**src/rtl/aer_pkg.sv**
```systemverilog
package aer_pkg;
  localparam int A_UST  = 0;
  localparam int A_UMSK = 1;
  localparam int A_USEV = 2;
  localparam int A_CST  = 3;
  localparam int A_CMSK = 4;
  localparam int A_CTL  = 5;
  localparam int A_DSTA = 6;

  localparam int CTL_GEN_CAP = 8;
  localparam int CTL_GEN_EN  = 9;
  localparam int CTL_CHK_CAP = 10;
  localparam int CTL_CHK_EN  = 11;

  localparam int DS_COR = 0;
  localparam int DS_NF  = 1;
  localparam int DS_FAT = 2;
  localparam int DS_UR  = 3;
  localparam int DS_W   = 4;
endpackage

```
**src/rtl/aer_unc_bank.sv**
```systemverilog
module aer_unc_bank #(
  parameter int NU = 12,
  parameter int FEP_W = 4,
  parameter logic [NU-1:0] SEV_RST = '0
) (
  input  logic             clk,
  input  logic             rst,
  input  logic [NU-1:0]    evt,
  input  logic             wr_st,
  input  logic             wr_mask,
  input  logic             wr_sev,
  input  logic [NU-1:0]    wdata,
  output logic [NU-1:0]    st,
  output logic [NU-1:0]    mask,
  output logic [NU-1:0]    sev,
  output logic [FEP_W-1:0] fep,
  output logic             fatal_p,
  output logic             nonfatal_p
);
  logic [NU-1:0]    rec;
  logic [NU-1:0]    clr;
  logic [FEP_W-1:0] low_idx;
  logic             fep_free;

  assign rec      = evt & ~mask;
  assign clr      = wr_st ? wdata : '0;
  assign fep_free = ~st[fep];

  always_comb begin
    low_idx = '0;
    for (int i = NU - 1; i >= 0; i--) begin
      if (rec[i]) low_idx = FEP_W'(i);
    end
  end

  always_ff @(posedge clk) begin
    if (rst) begin
      st         <= '0;
      mask       <= '0;
      sev        <= SEV_RST;
      fep        <= '0;
      fatal_p    <= 1'b0;
      nonfatal_p <= 1'b0;
    end else begin
      st         <= (st & ~clr) | rec;
      if (wr_mask) mask <= wdata;
      if (wr_sev)  sev  <= wdata;
      if (fep_free && (|rec)) fep <= low_idx;
      fatal_p    <= |(rec & sev);
      nonfatal_p <= |(rec & ~sev);
    end
  end
endmodule

```
**src/rtl/aer_cor_bank.sv**
```systemverilog
module aer_cor_bank #(
  parameter int NC = 6,
  parameter logic [NC-1:0] MASK_RST = '0
) (
  input  logic          clk,
  input  logic          rst,
  input  logic [NC-1:0] evt,
  input  logic          wr_st,
  input  logic          wr_mask,
  input  logic [NC-1:0] wdata,
  output logic [NC-1:0] st,
  output logic [NC-1:0] mask,
  output logic          cor_p
);
  logic [NC-1:0] clr;
  assign clr = wr_st ? wdata : '0;

  always_ff @(posedge clk) begin
    if (rst) begin
      st    <= '0;
      mask  <= MASK_RST;
      cor_p <= 1'b0;
    end else begin
      st    <= (st & ~clr) | evt;
      if (wr_mask) mask <= wdata;
      cor_p <= |(evt & ~mask);
    end
  end
endmodule

```
**src/rtl/aer_devsta.sv**
```systemverilog
module aer_devsta #(
  parameter int W = 4
) (
  input  logic         clk,
  input  logic         rst,
  input  logic [W-1:0] det,
  input  logic         wr,
  input  logic [W-1:0] wdata,
  output logic [W-1:0] sta
);
  always_ff @(posedge clk) begin
    if (rst) sta <= '0;
    else     sta <= (sta & ~(wr ? wdata : '0)) | det;
  end
endmodule

```
**src/rtl/aer_err_logger.sv**
```systemverilog
module aer_err_logger
  import aer_pkg::*;
#(
  parameter int NU      = 12,
  parameter int NC      = 6,
  parameter int AW      = 3,
  parameter int DW      = 32,
  parameter int UR_IDX  = 10,
  parameter int ANF_IDX = 5,
  parameter bit GEN_CAP = 1'b1,
  parameter bit CHK_CAP = 1'b1,
  parameter logic [NU-1:0] SEV_RST = '0
) (
  input  logic          clk,
  input  logic          rst,
  input  logic [NU-1:0] unc_evt,
  input  logic [NC-1:0] cor_evt,
  input  logic          reg_we,
  input  logic [AW-1:0] reg_addr,
  input  logic [DW-1:0] reg_wdata,
  output logic [DW-1:0] reg_rdata,
  output logic          msg_cor,
  output logic          msg_nonfatal,
  output logic          msg_fatal
);
  localparam int FEP_W = $clog2(NU);
  localparam logic [NC-1:0] CMSK_RST = NC'(1) << ANF_IDX;

  logic [NU-1:0]    unc_st, unc_mask, unc_sev;
  logic [NC-1:0]    cor_st, cor_mask;
  logic [FEP_W-1:0] fep;
  logic [DS_W-1:0]  dsta, ds_det;
  logic             gen_en, chk_en;
  logic             wr_ust, wr_umsk, wr_usev, wr_cst, wr_cmsk, wr_ctl, wr_dsta;
  logic [DW-1:0]    rd_next;

  assign wr_ust  = reg_we && (reg_addr == AW'(A_UST));
  assign wr_umsk = reg_we && (reg_addr == AW'(A_UMSK));
  assign wr_usev = reg_we && (reg_addr == AW'(A_USEV));
  assign wr_cst  = reg_we && (reg_addr == AW'(A_CST));
  assign wr_cmsk = reg_we && (reg_addr == AW'(A_CMSK));
  assign wr_ctl  = reg_we && (reg_addr == AW'(A_CTL));
  assign wr_dsta = reg_we && (reg_addr == AW'(A_DSTA));

  aer_unc_bank #(.NU(NU), .FEP_W(FEP_W), .SEV_RST(SEV_RST)) u_unc (
    .clk(clk), .rst(rst), .evt(unc_evt),
    .wr_st(wr_ust), .wr_mask(wr_umsk), .wr_sev(wr_usev),
    .wdata(reg_wdata[NU-1:0]),
    .st(unc_st), .mask(unc_mask), .sev(unc_sev), .fep(fep),
    .fatal_p(msg_fatal), .nonfatal_p(msg_nonfatal)
  );

  aer_cor_bank #(.NC(NC), .MASK_RST(CMSK_RST)) u_cor (
    .clk(clk), .rst(rst), .evt(cor_evt),
    .wr_st(wr_cst), .wr_mask(wr_cmsk), .wdata(reg_wdata[NC-1:0]),
    .st(cor_st), .mask(cor_mask), .cor_p(msg_cor)
  );

  // detection summary ignores the masks
  always_comb begin
    ds_det         = '0;
    ds_det[DS_COR] = |cor_evt;
    ds_det[DS_NF]  = |(unc_evt & ~unc_sev);
    ds_det[DS_FAT] = |(unc_evt & unc_sev);
    ds_det[DS_UR]  = unc_evt[UR_IDX];
  end

  aer_devsta #(.W(DS_W)) u_ds (
    .clk(clk), .rst(rst), .det(ds_det), .wr(wr_dsta),
    .wdata(reg_wdata[DS_W-1:0]), .sta(dsta)
  );

  always_ff @(posedge clk) begin
    if (rst) begin
      gen_en <= 1'b0;
      chk_en <= 1'b0;
    end else if (wr_ctl) begin
      gen_en <= reg_wdata[CTL_GEN_EN];
      chk_en <= reg_wdata[CTL_CHK_EN];
    end
  end

  always_comb begin
    rd_next = '0;
    case (int'(reg_addr))
      A_UST:  rd_next[NU-1:0] = unc_st;
      A_UMSK: rd_next[NU-1:0] = unc_mask;
      A_USEV: rd_next[NU-1:0] = unc_sev;
      A_CST:  rd_next[NC-1:0] = cor_st;
      A_CMSK: rd_next[NC-1:0] = cor_mask;
      A_CTL: begin
        rd_next[FEP_W-1:0]  = fep;
        rd_next[CTL_GEN_CAP] = GEN_CAP;
        rd_next[CTL_GEN_EN]  = gen_en;
        rd_next[CTL_CHK_CAP] = CHK_CAP;
        rd_next[CTL_CHK_EN]  = chk_en;
      end
      A_DSTA: rd_next[DS_W-1:0] = dsta;
      default: rd_next = '0;
    endcase
  end

  always_ff @(posedge clk) begin
    if (rst) reg_rdata <= '0;
    else     reg_rdata <= rd_next;
  end
endmodule

```
**config.mk**
```make
export PLATFORM = sky130hd
export DESIGN_NAME = aer_err_logger
export DESIGN_NICKNAME = d
export VERILOG_FILES = /design/src/rtl/aer_pkg.sv /design/src/rtl/aer_unc_bank.sv /design/src/rtl/aer_cor_bank.sv /design/src/rtl/aer_devsta.sv /design/src/rtl/aer_err_logger.sv
export SDC_FILE = /design/constraint.sdc
export NUM_CORES = 1
export LEC_CHECK = 0
export CORE_UTILIZATION = 35
export CTS_CLUSTER_DIAMETER = 50
export DETAILED_ROUTE_END_ITERATION = 10
export HOLD_SLACK_MARGIN = 0.15
export PLACE_DENSITY = 0.59
export SYNTH_ARGS = -nofsm -noshare
export SYNTH_HDL_FRONTEND = slang
export SYNTH_SLANG_ARGS = --single-unit
```
**constraint.sdc**
```tcl
create_clock -name clk -period 3.7 [get_ports clk]
set_input_delay 0.37 -clock clk [delete_from_list [all_inputs] [get_ports clk]]
set_output_delay 0.37 -clock clk [all_outputs]
set_load 0.05 [all_outputs]
```
==> metrics <==
layout cells sized above 1 0.0718; vias in the first global route 3282; clock skew 9.42 ps; synth unique cells 49; Initial Util 0.363; CTS resizes 0; worst-skew pair later-pin latency 360 ps; critical path startpoint category input pin; DIE AREA 11200 sq um; first-pass GRT wire length 18700 um; Synth Instances 483; final period utilization 0.565; maximum buffer depth of the clock tree 2; top sig layer met4; number of synthesized register bits 73; unrepaired setup endpoints after global routing false; Max VDD drop 0.213 mV; cell area after synthesis 3780 sq um; register area 1460 sq um; WL final 11700 um; Multi-input gate area 2060 sq um; CP Data Required Time 3980 ps; post-layout util 0.435; post-layout total power 1910 uW; Die W 106 um; Period minus WS final 2090 ps; Worst EP arrival 2370 ps; Power Density 422 nW/um^2; Clock transition at path regs 80 ps; Rel. slew slack 0.564; sequential share of the synthesized area 0.387; number of buffers created by CTS 9; Hold Fails Final Rpt 0; Core Region 10400 sq um; Filler Cells Inserted 1030; slowest stage delay, CP 650 ps; row count 37; fmax 0.478 GHz; syn_area_per_cell 7.83 sq um; Synth top area share 0.387; commonest non-fill, non-tap cell in the layout nand2_1; crit path kind input pin to register; post-CTS setup buffers 0; Met2 Wirelength 5480 um; ANT cells 0; wire length per cell 17.7 um; ys flop type dfxtp_1; Post-DP HPWL 8600 um; MaxCap Viol Count 0; Worst Hold Class input pin to register; First-pass DRT Iterations 5; grt ovf 0; CTS Hold Buffers Added 0; asr flop ratio synth 0; io pins 91; final setup fails 0; Least-Margin Pin Slew 650 ps; yosys warns 0; root buffer cell clkbuf_8; Slew Viols, Final 0; status finished, final reports clean; area grow syn2layout 19.9%; Post-synth EDFFs 0; largest net degree at the start of global routing 41; Die Y 106 um; Final nets 580; initial antenna violation count 0; M1 WL 5320 um; I/O Buffers 50; cell taking the most area after synthesis dfxtp_1; DR vias/cell 5.32; Num Clock Sinks 73; drt initial violations 300; DRC 0; Via Count 3541; most frequent cells in the layout 90 x nand2_1, 73 x dfxtp_1, 60 x a21oi_1, 49 x clkdlybuf4s50_1, 39 x nor2_1; htree depth 3; antenna viol nets, final 0; Slowest-stage cell, CP clkdlybuf4s50_1; Leak 0.00167 uW; ranking of synthesized cells by area dfxtp_1 39%, nand2_1 8.9%, a21oi_1 7.9%; CP Cell Sequence clkdlybuf4s50_1, buf_4, nor2b_1, and2_1, nand2_1, a21oi_1; DR WL met3 702 um; gr usage total 0.219; Worst setup EP type register; CP Max Fanout 24; CTS tree built; total negative slack 0 ps; GP Congestion 0.923
[per-stage QoR]
| stage | hold WS, ps | area [sq um] | worst slack, ps | instances |
|---|---|---|---|---|
| CTS | 462 | 4530 | 1640 | 665 |
| global placement | 462 | 4310 | 1270 | 649 |
| global route | 498 | 4530 | 1390 | 665 |
| detailed placement | 465 | 4310 | 1280 | 649 |
| finish | 469 | 4530 | 1610 | 665 |
| floorplan | 440 | 3850 | 1910 | 502 |
[Yosys cell counts (4+ instances only)]
cell and instances:
a21oi_1 60, a221oi_1 10, a22o_1 5, a22oi_1 4, a31oi_1 6, buf_2 6, buf_4 20, clkbuf_1 17
dfxtp_1 73, inv_1 18, mux2i_1 19, nand2_1 90, nand2b_1 17, nand3_1 10, nor2_1 39, nor2b_1 16
nor3_1 6, o21ai_0 9, o22ai_1 11
[kinds of logic after synthesis]
logic type | share of synthesized area
simple gates | 0.236
compound gates | 0.211
flops | 0.387
buf+inv | 0.0874
mux | 0.0781
other cells | 0.000992
[registers in the layout, indices dropped and copies added (netlist names)]
register          flops
chk_en                1
gen_en                1
reg_rdata            12
u_cor.cor_p           1
u_cor.mask            6
u_cor.st              6
u_ds.sta              4
u_unc.fatal_p         1
u_unc.fep             4
u_unc.mask           12
u_unc.nonfatal_p      1
u_unc.sev            12
u_unc.st             12
[metal layers]
layer,vias to the layer above,track usage
met2,140,0.353
met5,-,0
met3,16,0.0319
met4,0,0.0764
met1,1657,0.299
li1,1728,-
[power breakdown]
part           leakage, uW  total (uW)  switching (uW)  internal [uW]
Combinational     0.000960         327             208            119
Clock             0.000109         731             332            399
Sequential        0.000599         855            33.8            821
[worst max-delay path, delay by kind of cell]
kind / cells / cell delay, ps
AOI/OAI and AO/OA: 1 / 140
and+or+nand+nor: 3 / 850
buffers and inverters: 2 / 990
[worst paths after layout]
check                                                from                    endpoint  slack (ps)  cells past startpoint
worst max-delay path                          reg_addr[2]  u_unc.mask[6]$_SDFFE_PP0P_        1610                      6
worst min-delay path                                  rst      u_unc.st[2]$_SDFF_PP0_         470                      2
worst max register to register  u_unc.fep[3]$_SDFFE_PP0P_   u_unc.fep[2]$_SDFFE_PP0P_        1620                      5
worst min register to register     u_unc.st[6]$_SDFF_PP0_      u_unc.st[6]$_SDFF_PP0_         480                      2
[area by class of cell]
| type | count | area share |
|---|---|---|
| repair buffers | 57 | 0.121 |
| well taps | 136 | 0.0375 |
| inverters | 18 | 0.0149 |
| flip-flops and latches | 73 | 0.322 |
| multi-input cells | 365 | 0.454 |
| clock inverters | 6 | 0.0196 |
| clock buffers | 10 | 0.0304 |
Power figures use the tool's default switching activity.
